File: src/rtl/uart_tx_pkg.sv
package uart_tx_pkg;

    localparam int FRAME_W = 12;
    localparam int DATA_W  = 8;

    typedef enum logic [1:0] {
        PAR_ODD  = 2'd0,
        PAR_EVEN = 2'd1,
        PAR_ONE  = 2'd2,
        PAR_ZERO = 2'd3
    } par_kind_e;

    // Character image, bit 0 leaves first; unused high positions stay 1 (stop/idle)
    function automatic logic [FRAME_W-1:0] build_frame(
        input logic [DATA_W-1:0] data,
        input logic [1:0]        word_len,
        input logic              parity_en,
        input par_kind_e         kind
    );
        logic [FRAME_W-1:0] img;
        logic               ones;
        logic               pbit;
        int                 nd;
        nd     = 5 + int'(word_len);
        img    = '1;
        img[0] = 1'b0;
        ones   = 1'b0;
        for (int i = 0; i < DATA_W; i++) begin
            if (i < nd) begin
                img[1+i] = data[i];
                ones     = ones ^ data[i];
            end
        end
        case (kind)
            PAR_ODD:  pbit = ~ones;
            PAR_EVEN: pbit = ones;
            PAR_ONE:  pbit = 1'b1;
            default:  pbit = 1'b0;
        endcase
        if (parity_en) img[1+nd] = pbit;
        return img;
    endfunction

    function automatic logic [3:0] frame_bits(
        input logic [1:0] word_len,
        input logic       parity_en,
        input logic       two_stop
    );
        return 4'd7 + 4'(word_len) + 4'(parity_en) + 4'(two_stop);
    endfunction

endpackage

File: src/rtl/uart_tx_fifo.sv
module uart_tx_fifo #(
    parameter  int DEPTH = 16,
    parameter  int DW    = 8,
    localparam int AW    = (DEPTH > 1) ? $clog2(DEPTH) : 1,
    localparam int CW    = $clog2(DEPTH + 1)
) (
    input  logic          clk,
    input  logic          rst_n,
    input  logic          fifo_mode,
    input  logic          push,
    input  logic [DW-1:0] push_data,
    input  logic          pop,
    output logic [DW-1:0] head,
    output logic [CW-1:0] level,
    output logic          full
);

    typedef struct packed {
        logic [AW-1:0] wptr;
        logic [AW-1:0] rptr;
        logic [CW-1:0] cnt;
    } fifo_st_t;

    fifo_st_t st_d, st_q;
    logic [DW-1:0] mem [DEPTH];
    logic push_ok, pop_ok;

    function automatic logic [AW-1:0] step(input logic [AW-1:0] p);
        return (p == AW'(DEPTH - 1)) ? '0 : p + AW'(1);
    endfunction

    always_comb begin
        st_d    = st_q;
        full    = fifo_mode ? (st_q.cnt == CW'(DEPTH)) : (st_q.cnt != '0);
        push_ok = push && !full;
        pop_ok  = pop && (st_q.cnt != '0);
        if (push_ok) st_d.wptr = step(st_q.wptr);
        if (pop_ok)  st_d.rptr = step(st_q.rptr);
        if (push_ok && !pop_ok)      st_d.cnt = st_q.cnt + CW'(1);
        else if (pop_ok && !push_ok) st_d.cnt = st_q.cnt - CW'(1);
    end

    always_ff @(posedge clk or negedge rst_n) begin
        if (!rst_n) st_q <= '0;
        else        st_q <= st_d;
    end

    always_ff @(posedge clk) begin
        if (push_ok) mem[st_q.wptr] <= push_data;
    end

    assign head  = mem[st_q.rptr];
    assign level = st_q.cnt;

endmodule

File: src/rtl/uart_tx_shift.sv
module uart_tx_shift
    import uart_tx_pkg::*;
#(
    parameter  int TPB = 16,
    localparam int PW  = (TPB > 1) ? $clog2(TPB) : 1
) (
    input  logic              clk,
    input  logic              rst_n,
    input  logic              tick,
    input  logic              avail,
    input  logic [DATA_W-1:0] data,
    input  logic [1:0]        word_len,
    input  logic              parity_en,
    input  logic [1:0]        parity_sel,
    input  logic              two_stop,
    output logic              pop,
    output logic              txd,
    output logic              busy
);

    typedef struct packed {
        logic               busy;
        logic               txd;
        logic [FRAME_W-1:0] sh;
        logic [3:0]         left;
        logic [PW-1:0]      phase;
    } sh_st_t;

    sh_st_t st_d, st_q;
    logic [FRAME_W-1:0] frame;
    logic start;

    always_comb begin
        st_d  = st_q;
        start = 1'b0;
        frame = build_frame(data, word_len, parity_en, par_kind_e'(parity_sel));
        if (tick) begin
            if (!st_q.busy) begin
                start = avail;
            end else if (st_q.phase == PW'(TPB - 1)) begin
                st_d.phase = '0;
                if (st_q.left == '0) begin
                    if (avail) begin
                        start = 1'b1;
                    end else begin
                        st_d.busy = 1'b0;
                        st_d.txd  = 1'b1;
                    end
                end else begin
                    st_d.txd  = st_q.sh[0];
                    st_d.sh   = {1'b1, st_q.sh[FRAME_W-1:1]};
                    st_d.left = st_q.left - 4'd1;
                end
            end else begin
                st_d.phase = st_q.phase + PW'(1);
            end
        end
        if (start) begin
            st_d.busy  = 1'b1;
            st_d.txd   = frame[0];
            st_d.sh    = {1'b1, frame[FRAME_W-1:1]};
            st_d.left  = frame_bits(word_len, parity_en, two_stop) - 4'd1;
            st_d.phase = '0;
        end
        pop = start;
    end

    always_ff @(posedge clk or negedge rst_n) begin
        if (!rst_n) begin
            st_q.busy  <= 1'b0;
            st_q.txd   <= 1'b1;
            st_q.sh    <= '1;
            st_q.left  <= '0;
            st_q.phase <= '0;
        end else begin
            st_q <= st_d;
        end
    end

    assign txd  = st_q.txd;
    assign busy = st_q.busy;

endmodule

File: src/rtl/uart_tx_irq.sv
module uart_tx_irq #(
    parameter  int DEPTH = 16,
    localparam int CW    = $clog2(DEPTH + 1),
    localparam int STEP  = DEPTH / 4
) (
    input  logic          clk,
    input  logic          rst_n,
    input  logic          fifo_mode,
    input  logic [CW-1:0] level,
    input  logic [1:0]    trig_sel,
    input  logic          irq_en,
    input  logic          host_wr,
    input  logic          iir_rd,
    output logic          irq
);

    typedef struct packed {
        logic pend;
        logic cond_prev;
        logic en_prev;
    } irq_st_t;

    irq_st_t st_d, st_q;
    logic [CW-1:0] thresh;
    logic cond, set, clr;

    always_comb begin
        st_d   = st_q;
        thresh = CW'(int'(trig_sel) * STEP);
        if (!fifo_mode || thresh == '0) cond = (level == '0);
        else                            cond = (level < thresh);
        set = irq_en && cond && (!st_q.cond_prev || !st_q.en_prev);
        clr = host_wr || iir_rd;
        if (clr)      st_d.pend = 1'b0;
        else if (set) st_d.pend = 1'b1;
        st_d.cond_prev = cond;
        st_d.en_prev   = irq_en;
    end

    always_ff @(posedge clk or negedge rst_n) begin
        if (!rst_n) begin
            st_q.pend      <= 1'b0;
            st_q.cond_prev <= 1'b1;
            st_q.en_prev   <= 1'b0;
        end else begin
            st_q <= st_d;
        end
    end

    assign irq = st_q.pend && irq_en;

endmodule

File: src/rtl/uart_tx_core.sv
module uart_tx_core
    import uart_tx_pkg::*;
#(
    parameter  int DEPTH = 16,
    parameter  int TPB   = 16,
    localparam int CW    = $clog2(DEPTH + 1)
) (
    input  logic       clk,
    input  logic       rst_n,
    input  logic       tick16,
    input  logic       fifo_mode,
    input  logic       wr_en,
    input  logic [7:0] wr_data,
    input  logic [1:0] word_len,
    input  logic       parity_en,
    input  logic [1:0] parity_sel,
    input  logic       two_stop,
    input  logic [1:0] trig_sel,
    input  logic       irq_en,
    input  logic       iir_rd,
    output logic       txd,
    output logic       thr_empty,
    output logic       tx_empty,
    output logic       irq
);

    logic [CW-1:0]     fill_cnt;
    logic [DATA_W-1:0] head;
    logic              full;
    logic              pop;
    logic              busy;

    uart_tx_fifo #(.DEPTH(DEPTH), .DW(DATA_W)) fifo_i (
        .clk       (clk),
        .rst_n     (rst_n),
        .fifo_mode (fifo_mode),
        .push      (wr_en),
        .push_data (wr_data),
        .pop       (pop),
        .head      (head),
        .level     (fill_cnt),
        .full      (full)
    );

    uart_tx_shift #(.TPB(TPB)) shift_i (
        .clk        (clk),
        .rst_n      (rst_n),
        .tick       (tick16),
        .avail      (fill_cnt != '0),
        .data       (head),
        .word_len   (word_len),
        .parity_en  (parity_en),
        .parity_sel (parity_sel),
        .two_stop   (two_stop),
        .pop        (pop),
        .txd        (txd),
        .busy       (busy)
    );

    uart_tx_irq #(.DEPTH(DEPTH)) irq_i (
        .clk       (clk),
        .rst_n     (rst_n),
        .fifo_mode (fifo_mode),
        .level     (fill_cnt),
        .trig_sel  (trig_sel),
        .irq_en    (irq_en),
        .host_wr   (wr_en),
        .iir_rd    (iir_rd),
        .irq       (irq)
    );

    assign thr_empty = (fill_cnt == '0);
    assign tx_empty  = thr_empty && !busy;

endmodule

File: config.mk
export PLATFORM = sky130hd
export DESIGN_NAME = uart_tx_core
export DESIGN_NICKNAME = d
export VERILOG_FILES = /design/src/rtl/uart_tx_pkg.sv /design/src/rtl/uart_tx_fifo.sv /design/src/rtl/uart_tx_shift.sv /design/src/rtl/uart_tx_irq.sv /design/src/rtl/uart_tx_core.sv
export SDC_FILE = /design/constraint.sdc
export NUM_CORES = 1
export LEC_CHECK = 0
export ABC_CLOCK_PERIOD_IN_PS = 3600
export BUFFER_PORTS_ARGS = -buffer_cell sky130_fd_sc_hd__buf_2
export CORE_ASPECT_RATIO = 0.5
export CORE_MARGIN = 10
export CORE_UTILIZATION = 60
export CTS_CLUSTER_DIAMETER = 150
export CTS_CLUSTER_SIZE = 12
export DETAILED_ROUTE_END_ITERATION = 7
export GPL_ROUTABILITY_DRIVEN = 0
export GPL_TIMING_DRIVEN = 1
export HOLD_SLACK_MARGIN = 0.12
export PLACE_DENSITY = 0.75
export SYNTH_ARGS = -nofsm -noshare
export SYNTH_HDL_FRONTEND = slang
export SYNTH_SLANG_ARGS = --single-unit
export TNS_END_PERCENT = 10
File: constraint.sdc
create_clock -name clk -period 3.6 [get_ports clk]
set_input_delay 0.54 -clock clk [delete_from_list [all_inputs] [get_ports clk]]
set_output_delay 0.54 -clock clk [all_outputs]
set_load 0.005 [all_outputs]
==> metrics.json, run 1 <==
{
  "hold_path": {
    "holdCritPathClass": "input port to asynchronous set/reset pin"
  },
  "floorplanning": {
    "row_cnt": 28,
    "floorplan.die_area_um2": 17700,
    "initial_utilization": 0.625,
    "floorplan.core_area_um2": 12000,
    "ioPinCount": 27,
    "vert_die_dim_um": 99.1,
    "die_x_um": 178
  },
  "placed_design": {
    "placed_cell_area_um2": 7840,
    "pre_cts_slack_ns": 0.154,
    "place.detailed.hpwl_um": 9820,
    "port_buffers": 26
  },
  "job": {
    "drv.max_cap_violation_count": 0
  },
  "status": {
    "run_status": "complete, no violations"
  },
  "layout": {
    "final_net_count": 585,
    "finalCoreUtilization": 0.706,
    "layout-drive-gt1-share": 0.211,
    "nFillCells": 757,
    "diodes": 0,
    "layout.cell_area.non_filler_um2": 8480,
    "area.growth.synth_to_final_pct": 12.9
  },
  "sta": {
    "final_hold_viol_count": 0,
    "maxSlewViolCount": 0,
    "timing.hold.ws_ns": 0.222,
    "final_min_period_over_clock_period": 0.943,
    "tns_ns": 0,
    "timing.final.crit_period_ns": 3.40,
    "postLayoutSetupSlackWorst_ns": 0.203,
    "fmax_mhz": 294,
    "worst-slew-pin-transition_ns": 0.876,
    "setup-violations-final": 0,
    "grt_setup_unrepaired": "false",
    "timing.clock.skew_ns": 0.0116,
    "max_slew_margin": 0.416
  },
  "global_routing": {
    "grt_max_degree": 39,
    "grt_first_pass_wirelength_um": 24900,
    "first_global_vias": 4410,
    "grt_util_all_layers": 0.184,
    "antenna_found_initial": 0,
    "grt.overflow.total": 0
  },
  "worst_setup_path": {
    "critical_path_class": "register to register",
    "timing.critical_path.max_delay_family": "multiplexers",
    "end_kind": "register",
    "crit_path_max_fanout": 11,
    "critical_path_data_required_time_ns": 3.93,
    "cell_chain_critical_path": "buf_12 > mux4_1 > mux4_2 > xor2_1 > xnor3_1 > xnor2_1 > nor2_2 > xor2_2 > buf_4 > o41ai_1",
    "longest_individual_stage_delay_on_the_worst_path_ns": 0.56,
    "critical-path-slowest-cell": "sky130_fd_sc_hd__mux4_1",
    "critPathLaunchType": "register",
    "cp_buf_inv_count": 2,
    "arrival_ns": 3.72
  },
  "power": {
    "pwr-share-comb": 0.342,
    "p_switching_w": 0.00227,
    "share_clk_of_total_power": 0.269,
    "worst_vdd_rail_ir_drop_mv": 0.488,
    "sequentialPowerShare": 0.389,
    "power_density_nw_per_um2": 784,
    "static-leakage-power_nw": 3.10,
    "cell_internal_pwr_w": 0.00438,
    "swShare": 0.341
  },
  "logic_synthesis": {
    "yosysTopAreaCell": "sky130_fd_sc_hd__edfxtp_1",
    "asyncSetResetFlopFracSynth": 0.229,
    "synth.top_cell.area_share": 0.512,
    "combined_area_of_all_synthesized_cells_um2": 7510,
    "synth_nets": 544,
    "dominantRegCellSynth": "sky130_fd_sc_hd__edfxtp_1",
    "syn-instance-count": 504,
    "ys_seq_elements": 166,
    "synth-edff-count": 128,
    "yosysSeqAreaShare": 0.641,
    "netlist_top_cells_area": "sky130_fd_sc_hd__edfxtp_1, sky130_fd_sc_hd__dfrtp_1, sky130_fd_sc_hd__mux4_2, sky130_fd_sc_hd__dfstp_2, sky130_fd_sc_hd__mux4_1",
    "synth_warn": 0,
    "syn_area_per_cell_um2": 14.9,
    "synthDistinctLibCells": 58
  },
  "detailed_routing": {
    "final_antenna_net_count": 0,
    "via_count": 4533,
    "final_wirelength_um": 15800,
    "drc": 0,
    "drc_violation_total_after_the_first_tritonroute_iteration": 430,
    "drt-pass1-iter-count": 5,
    "avg_vias_per_cell": 6.27,
    "wl_per_cell_um": 21.9
  },
  "clock_network": {
    "tritoncts_clock_tree": "done",
    "clk-insertion-delay-late_ns": 0.43,
    "htree_num_levels": 4,
    "tritoncts.num_buffers": 17,
    "clkTransAtPathRegs_ns": 0.07,
    "numClockSinks": 166,
    "clk_path_buf_depth": 2,
    "cts_hold_buffers": 0,
    "cts_root_buffer": "sky130_fd_sc_hd__clkbuf_16"
  }
}
[placed cells by master (no fill, tap or decap), types with 14 or more instances in the layout]
master / Yosys / layout
sky130_fd_sc_hd__nand2_1: 38 / 38
sky130_fd_sc_hd__a21oi_1: 19 / 19
sky130_fd_sc_hd__nand3_1: 19 / 19
sky130_fd_sc_hd__clkbuf_16: 0 / 17
sky130_fd_sc_hd__edfxtp_1: 128 / 128
sky130_fd_sc_hd__mux4_2: 18 / 18
sky130_fd_sc_hd__inv_1: 18 / 18
sky130_fd_sc_hd__and2_1: 19 / 19
sky130_fd_sc_hd__buf_2: 5 / 26
sky130_fd_sc_hd__dfrtp_1: 24 / 23
sky130_fd_sc_hd__buf_4: 0 / 16
sky130_fd_sc_hd__ha_1: 15 / 15
sky130_fd_sc_hd__dfstp_2: 14 / 14
sky130_fd_sc_hd__o21ai_0: 21 / 21
sky130_fd_sc_hd__nor2_1: 20 / 20
[through the flow]
step           total power, W  cells
5_1_grt               0.00699    723
2_1_floorplan         0.00428    504
6_report              0.00665    723
4_1_cts               0.00657    718
3_3_place_gp          0.00472    686
3_5_place_dp          0.00478    686
[area by class of cell]
type | count | area (um^2) | share of cell area
Sequential cell | 166 | 4820 | 0.568
Multi-Input combinational cell | 296 | 2500 | 0.295
Clock buffer | 18 | 429 | 0.0506
Timing Repair Buffer | 45 | 302 | 0.0356
Tap cell | 165 | 206 | 0.0244
Clock inverter | 14 | 150 | 0.0177
Inverter | 19 | 71.3 | 0.00841
[timing repair]
action / in CTS / in global routing
buffers inserted: 0 / 5
endpoints found under the hold margin: 0 / 0
resized for setup: 0 / 2
setup endpoints to repair: 0 / 7
[cells in the mapped netlist, drive strengths merged, types with 2 or more instances]
cell      n
ha       15
o22ai     3
dfrtp    24
nand3    19
nor2b     7
clkbuf   15
mux2i    11
a21oi    19
and3      6
nand2b    2
a21o      3
nor3b     5
a211oi    3
a21boi    2
or3       3
mux4     30
nand4     5
fa        2
nand2    38
edfxtp  128
o21ai    21
dfstp    14
o31ai     2
nor3      6
xor2      5
xnor2     7
buf       8
nor2     21
o41ai     3
a221oi    9
and2     19
inv      18
mux2      3
a22oi    12
[final timing paths]
kind,startpoint,end,slack [ns],cells past startpoint
max reg2reg,fifo_i.st_q[5],shift_i.st_q[8],0.20,10
max in group asynchronous,rst_n,fifo_i.st_q[5],2.73,1
min reg2reg,fifo_i.level[4],irq_i.st_q[1],0.45,1
min,rst_n,irq_i.st_q[2],0.22,1
min in group clk,irq_en,irq_i.st_q[0],0.24,1
max,fifo_i.st_q[5],shift_i.st_q[8],0.20,10
[routing by layer]
metal  global-route usage  wire length (um)  up-vias  part of all wire
met4               0.0676               394        0             0.025
li1                     -                 -     2034                 -
met3               0.0426              1160       36             0.073
met2                0.274              7110      212              0.45
met1                0.261              7170     2251              0.45
met5                    0                 0        -                 0
[power by group through the flow]
stage | logic [W] | registers (W) | clock network (W)
5_1_grt | 0.00248 | 0.00262 | 0.00188
6_report | 0.00228 | 0.00259 | 0.00179
3_3_place_gp | 0.00211 | 0.00262 | 0
2_1_floorplan | 0.00175 | 0.00253 | 0
4_1_cts | 0.00219 | 0.00259 | 0.00179
3_5_place_dp | 0.00216 | 0.00262 | 0
[sequential cells by signal (all words and copies together), names as in the netlist]
name / flops
fifo_i.st_q: 8
shift_i.txd: 1
shift_i.st_q: 20
shift_i.busy: 1
irq_i.st_q: 3
fifo_i.mem: 128
fifo_i.level: 5
[worst reg2reg max path, stage by stage (launching register included)]
cell	delay, ns
sky130_fd_sc_hd__dfrtp_4	0.52
sky130_fd_sc_hd__buf_12	0.14
sky130_fd_sc_hd__mux4_1	0.56
sky130_fd_sc_hd__mux4_2	0.55
sky130_fd_sc_hd__xor2_1	0.20
sky130_fd_sc_hd__xnor3_1	0.40
sky130_fd_sc_hd__xnor2_1	0.20
sky130_fd_sc_hd__nor2_2	0.08
sky130_fd_sc_hd__xor2_2	0.14
sky130_fd_sc_hd__buf_4	0.19
sky130_fd_sc_hd__o41ai_1	0.31
[logic make-up (layout without fill, tap and decap cells)]
group,Yosys count,count (layout),synth area share
adders and majority gates,17,17,0.0303
buffers and inverters,42,96,0.0260
DFF,166,166,0.641
and+or+nand+nor,136,136,0.0916
AOI/OAI and AO/OA,86,86,0.0783
xor gates and xnor gates,13,13,0.0180
muxes,44,44,0.115
Power figures use the tool's default switching activity.
==> run 2, diff against run 1 <==
CAP_MARGIN = 15   (was default)
CELL_PAD_IN_SITES_DETAIL_PLACEMENT = 2   (was default)
CELL_PAD_IN_SITES_GLOBAL_PLACEMENT = 2   (was default)
CORE_ASPECT_RATIO = 0.7   (was 0.5)
CORE_UTILIZATION = 45   (was 60)
PLACE_DENSITY = 0.76   (was 0.75)
==> run 2 against run 1 <==
Design area up 1.4%. Non-clock buffer count unchanged. Combinational power up 8%. Hold slack better by 0.020 ns. First-iteration DRC count down 10%. Sequential share of layout area down 0.83 points. Via count up 3.4%. Flip-flop and latch count unchanged. Count of clock-buffer cells in the layout down 1. Sequential power about the same. Largest cell class unchanged. Highest routed layer unchanged.
==> metrics.json, run 2 (synthesis gave the netlist of run 1 again) <==
{
  "sta": {
    "max_slew_margin": 0.358,
    "fmax_mhz": 284,
    "timing.clock.skew_ns": 0.0137,
    "final_hold_viol_count": 0,
    "grt_setup_unrepaired": "true",
    "maxSlewViolCount": 0,
    "worst-slew-pin-transition_ns": 0.962,
    "timing.final.crit_period_ns": 3.53,
    "setup-violations-final": 0,
    "final_min_period_over_clock_period": 0.980
  },
  "worst_setup_path": {
    "crit_path_max_fanout": 9,
    "critical_path_class": "register to register",
    "end_kind": "register",
    "crit-reg2reg-launch": "fifo_i.st_q[5]",
    "critical-path-slowest-cell": "sky130_fd_sc_hd__mux4_1",
    "setup.reg_to_reg.worst_slack_ns": 0.07,
    "critical_path_data_required_time_ns": 3.95,
    "longest_individual_stage_delay_on_the_worst_path_ns": 0.61,
    "cell_chain_critical_path": "mux4_1 > mux4_2 > xor2_1 > xnor3_1 > xnor2_1 > nor2_2 > xor2_4 > buf_4 > o21ai_0",
    "critPathLaunchType": "register",
    "arrival_ns": 3.88,
    "rr_endpoint": "shift_i.st_q[14]",
    "r2r_cells": 9
  },
  "job": {
    "drv.max_cap_violation_count": 0
  },
  "global_routing": {
    "grt_first_pass_wirelength_um": 33800,
    "first_global_vias": 5228,
    "antenna_found_initial": 0,
    "grt_max_degree": 39,
    "grt_util_all_layers": 0.205,
    "grt.overflow.total": 0
  },
  "floorplanning": {
    "die_x_um": 174,
    "floorplan.core_area_um2": 16300,
    "vert_die_dim_um": 128,
    "ioPinCount": 27,
    "row_cnt": 39,
    "initial_utilization": 0.459,
    "floorplan.die_area_um2": 22300
  },
  "placed_design": {
    "numPlacedInstances": 749,
    "place.detailed.hpwl_um": 14800,
    "port_buffers": 26,
    "placed_cell_area_um2": 7950
  },
  "layout": {
    "diodes": 0,
    "area.growth.synth_to_final_pct": 14.5,
    "finalCoreUtilization": 0.526,
    "multi_input_comb_area_um2": 2520,
    "final_cell_mix": "sky130_fd_sc_hd__edfxtp_1, sky130_fd_sc_hd__nand2_1, sky130_fd_sc_hd__buf_2",
    "seq_area_um2": 4810,
    "regMostFlops": "fifo_i.mem",
    "final_net_count": 585,
    "commonest_non_fill_non_tap_cell_in_the_layout": "sky130_fd_sc_hd__edfxtp_1",
    "final_cell_count_no_fill": 783,
    "layout-drive-gt1-share": 0.215,
    "layout.cell_area.non_filler_um2": 8600,
    "nFillCells": 1479,
    "layout_top_registers": "fifo_i.mem x128, shift_i.st_q x20, fifo_i.st_q x8",
    "largest_register_ff_count": 128
  },
  "clock_network": {
    "numClockSinks": 166,
    "clk_path_buf_depth": 2,
    "tritoncts_clock_tree": "done",
    "clk-insertion-delay-late_ns": 0.44,
    "cts_root_buffer": "sky130_fd_sc_hd__clkbuf_16",
    "htree_num_levels": 4,
    "clkTransAtPathRegs_ns": 0.07,
    "cts_hold_buffers": 0,
    "tritoncts.num_buffers": 17
  },
  "detailed_routing": {
    "final_antenna_net_count": 0,
    "drc_violation_total_after_the_first_tritonroute_iteration": 385,
    "via_count": 4689,
    "wl_per_cell_um": 28.6,
    "avg_vias_per_cell": 5.99,
    "final_wirelength_um": 22400,
    "drt-pass1-iter-count": 5,
    "drc": 0
  },
  "hold_path": {
    "holdCritPathClass": "input port to asynchronous set/reset pin"
  },
  "power": {
    "static-leakage-power_nw": 3.12,
    "power_density_nw_per_um2": 804,
    "worst_vdd_rail_ir_drop_mv": 0.405
  },
  "status": {
    "run_status": "complete, no violations"
  }
}
run 2: power by group:
part / switching [W] / internal, W
registers: 0.000243 / 0.00236
clock network: 0.000893 / 0.000941
logic: 0.00136 / 0.00112
total: 0.00249 / 0.00442
run 2: metal layers:
layer / global-route usage / wire length [um] / part of all wire
met3: 0.0359 / 819 / 0.037
met4: 0.0642 / 338 / 0.015
met2: 0.357 / 11600 / 0.52
met1: 0.256 / 9600 / 0.43
met5: 0 / 0 / 0
run 2: worst max path at each step:
stage / end / from / slack, ns / depth (start not counted)
2_1_floorplan: fifo_i.level[4] / shift_i.st_q[4] / 0.38 / 15
3_3_place_gp: shift_i.st_q[14] / fifo_i.st_q[5] / 0.16 / 9
3_5_place_dp: shift_i.st_q[14] / fifo_i.st_q[5] / 0.02 / 11
4_1_cts: shift_i.st_q[14] / fifo_i.st_q[5] / 0.04 / 9
5_1_grt: shift_i.st_q[14] / fifo_i.st_q[5] / -0.05 / 9
6_report: shift_i.st_q[14] / fifo_i.st_q[5] / 0.07 / 9
run 2: timing repair:
item | CTS | global route
cloned | 0 | 0
buffers inserted | 0 | 2
setup endpoints to repair | 2 | 5
gates resized for setup | 1 | 1
run 2: per-stage QoR:
| step | setup slack [ns] | total power (W) | hold slack (ns) | setup TNS (ns) |
|---|---|---|---|---|
| detailed placement | 0.0212 | 0.00502 | 0.455 | 0 |
| CTS | 0.0413 | 0.00694 | 0.231 | 0 |
| floorplan | 0.375 | 0.00428 | 0.244 | 0 |
| global placement | 0.159 | 0.00483 | 0.447 | 0 |
| global route | -0.0473 | 0.00725 | 0.236 | -0.0768 |
| finish | 0.0732 | 0.00691 | 0.242 | 0 |
run 2: area by class of cell:
type | count | share of cell area
flip-flops and latches | 166 | 0.560
inverters | 19 | 0.00829
clock inverters | 15 | 0.0218
clock buffers | 17 | 0.0495
repair buffers | 45 | 0.0346
well taps | 225 | 0.0327
multi-input cells | 296 | 0.293
run 2: critical path: cells and delay by family (launching register included):
| family | cells | cell delay [ns] |
|---|---|---|
| buf+inv | 1 | 0.21 |
| xor+xnor | 4 | 1.21 |
| compound gates | 1 | 0.11 |
| mux | 2 | 1.15 |
| simple gates | 1 | 0.22 |
| flops | 1 | 0.53 |
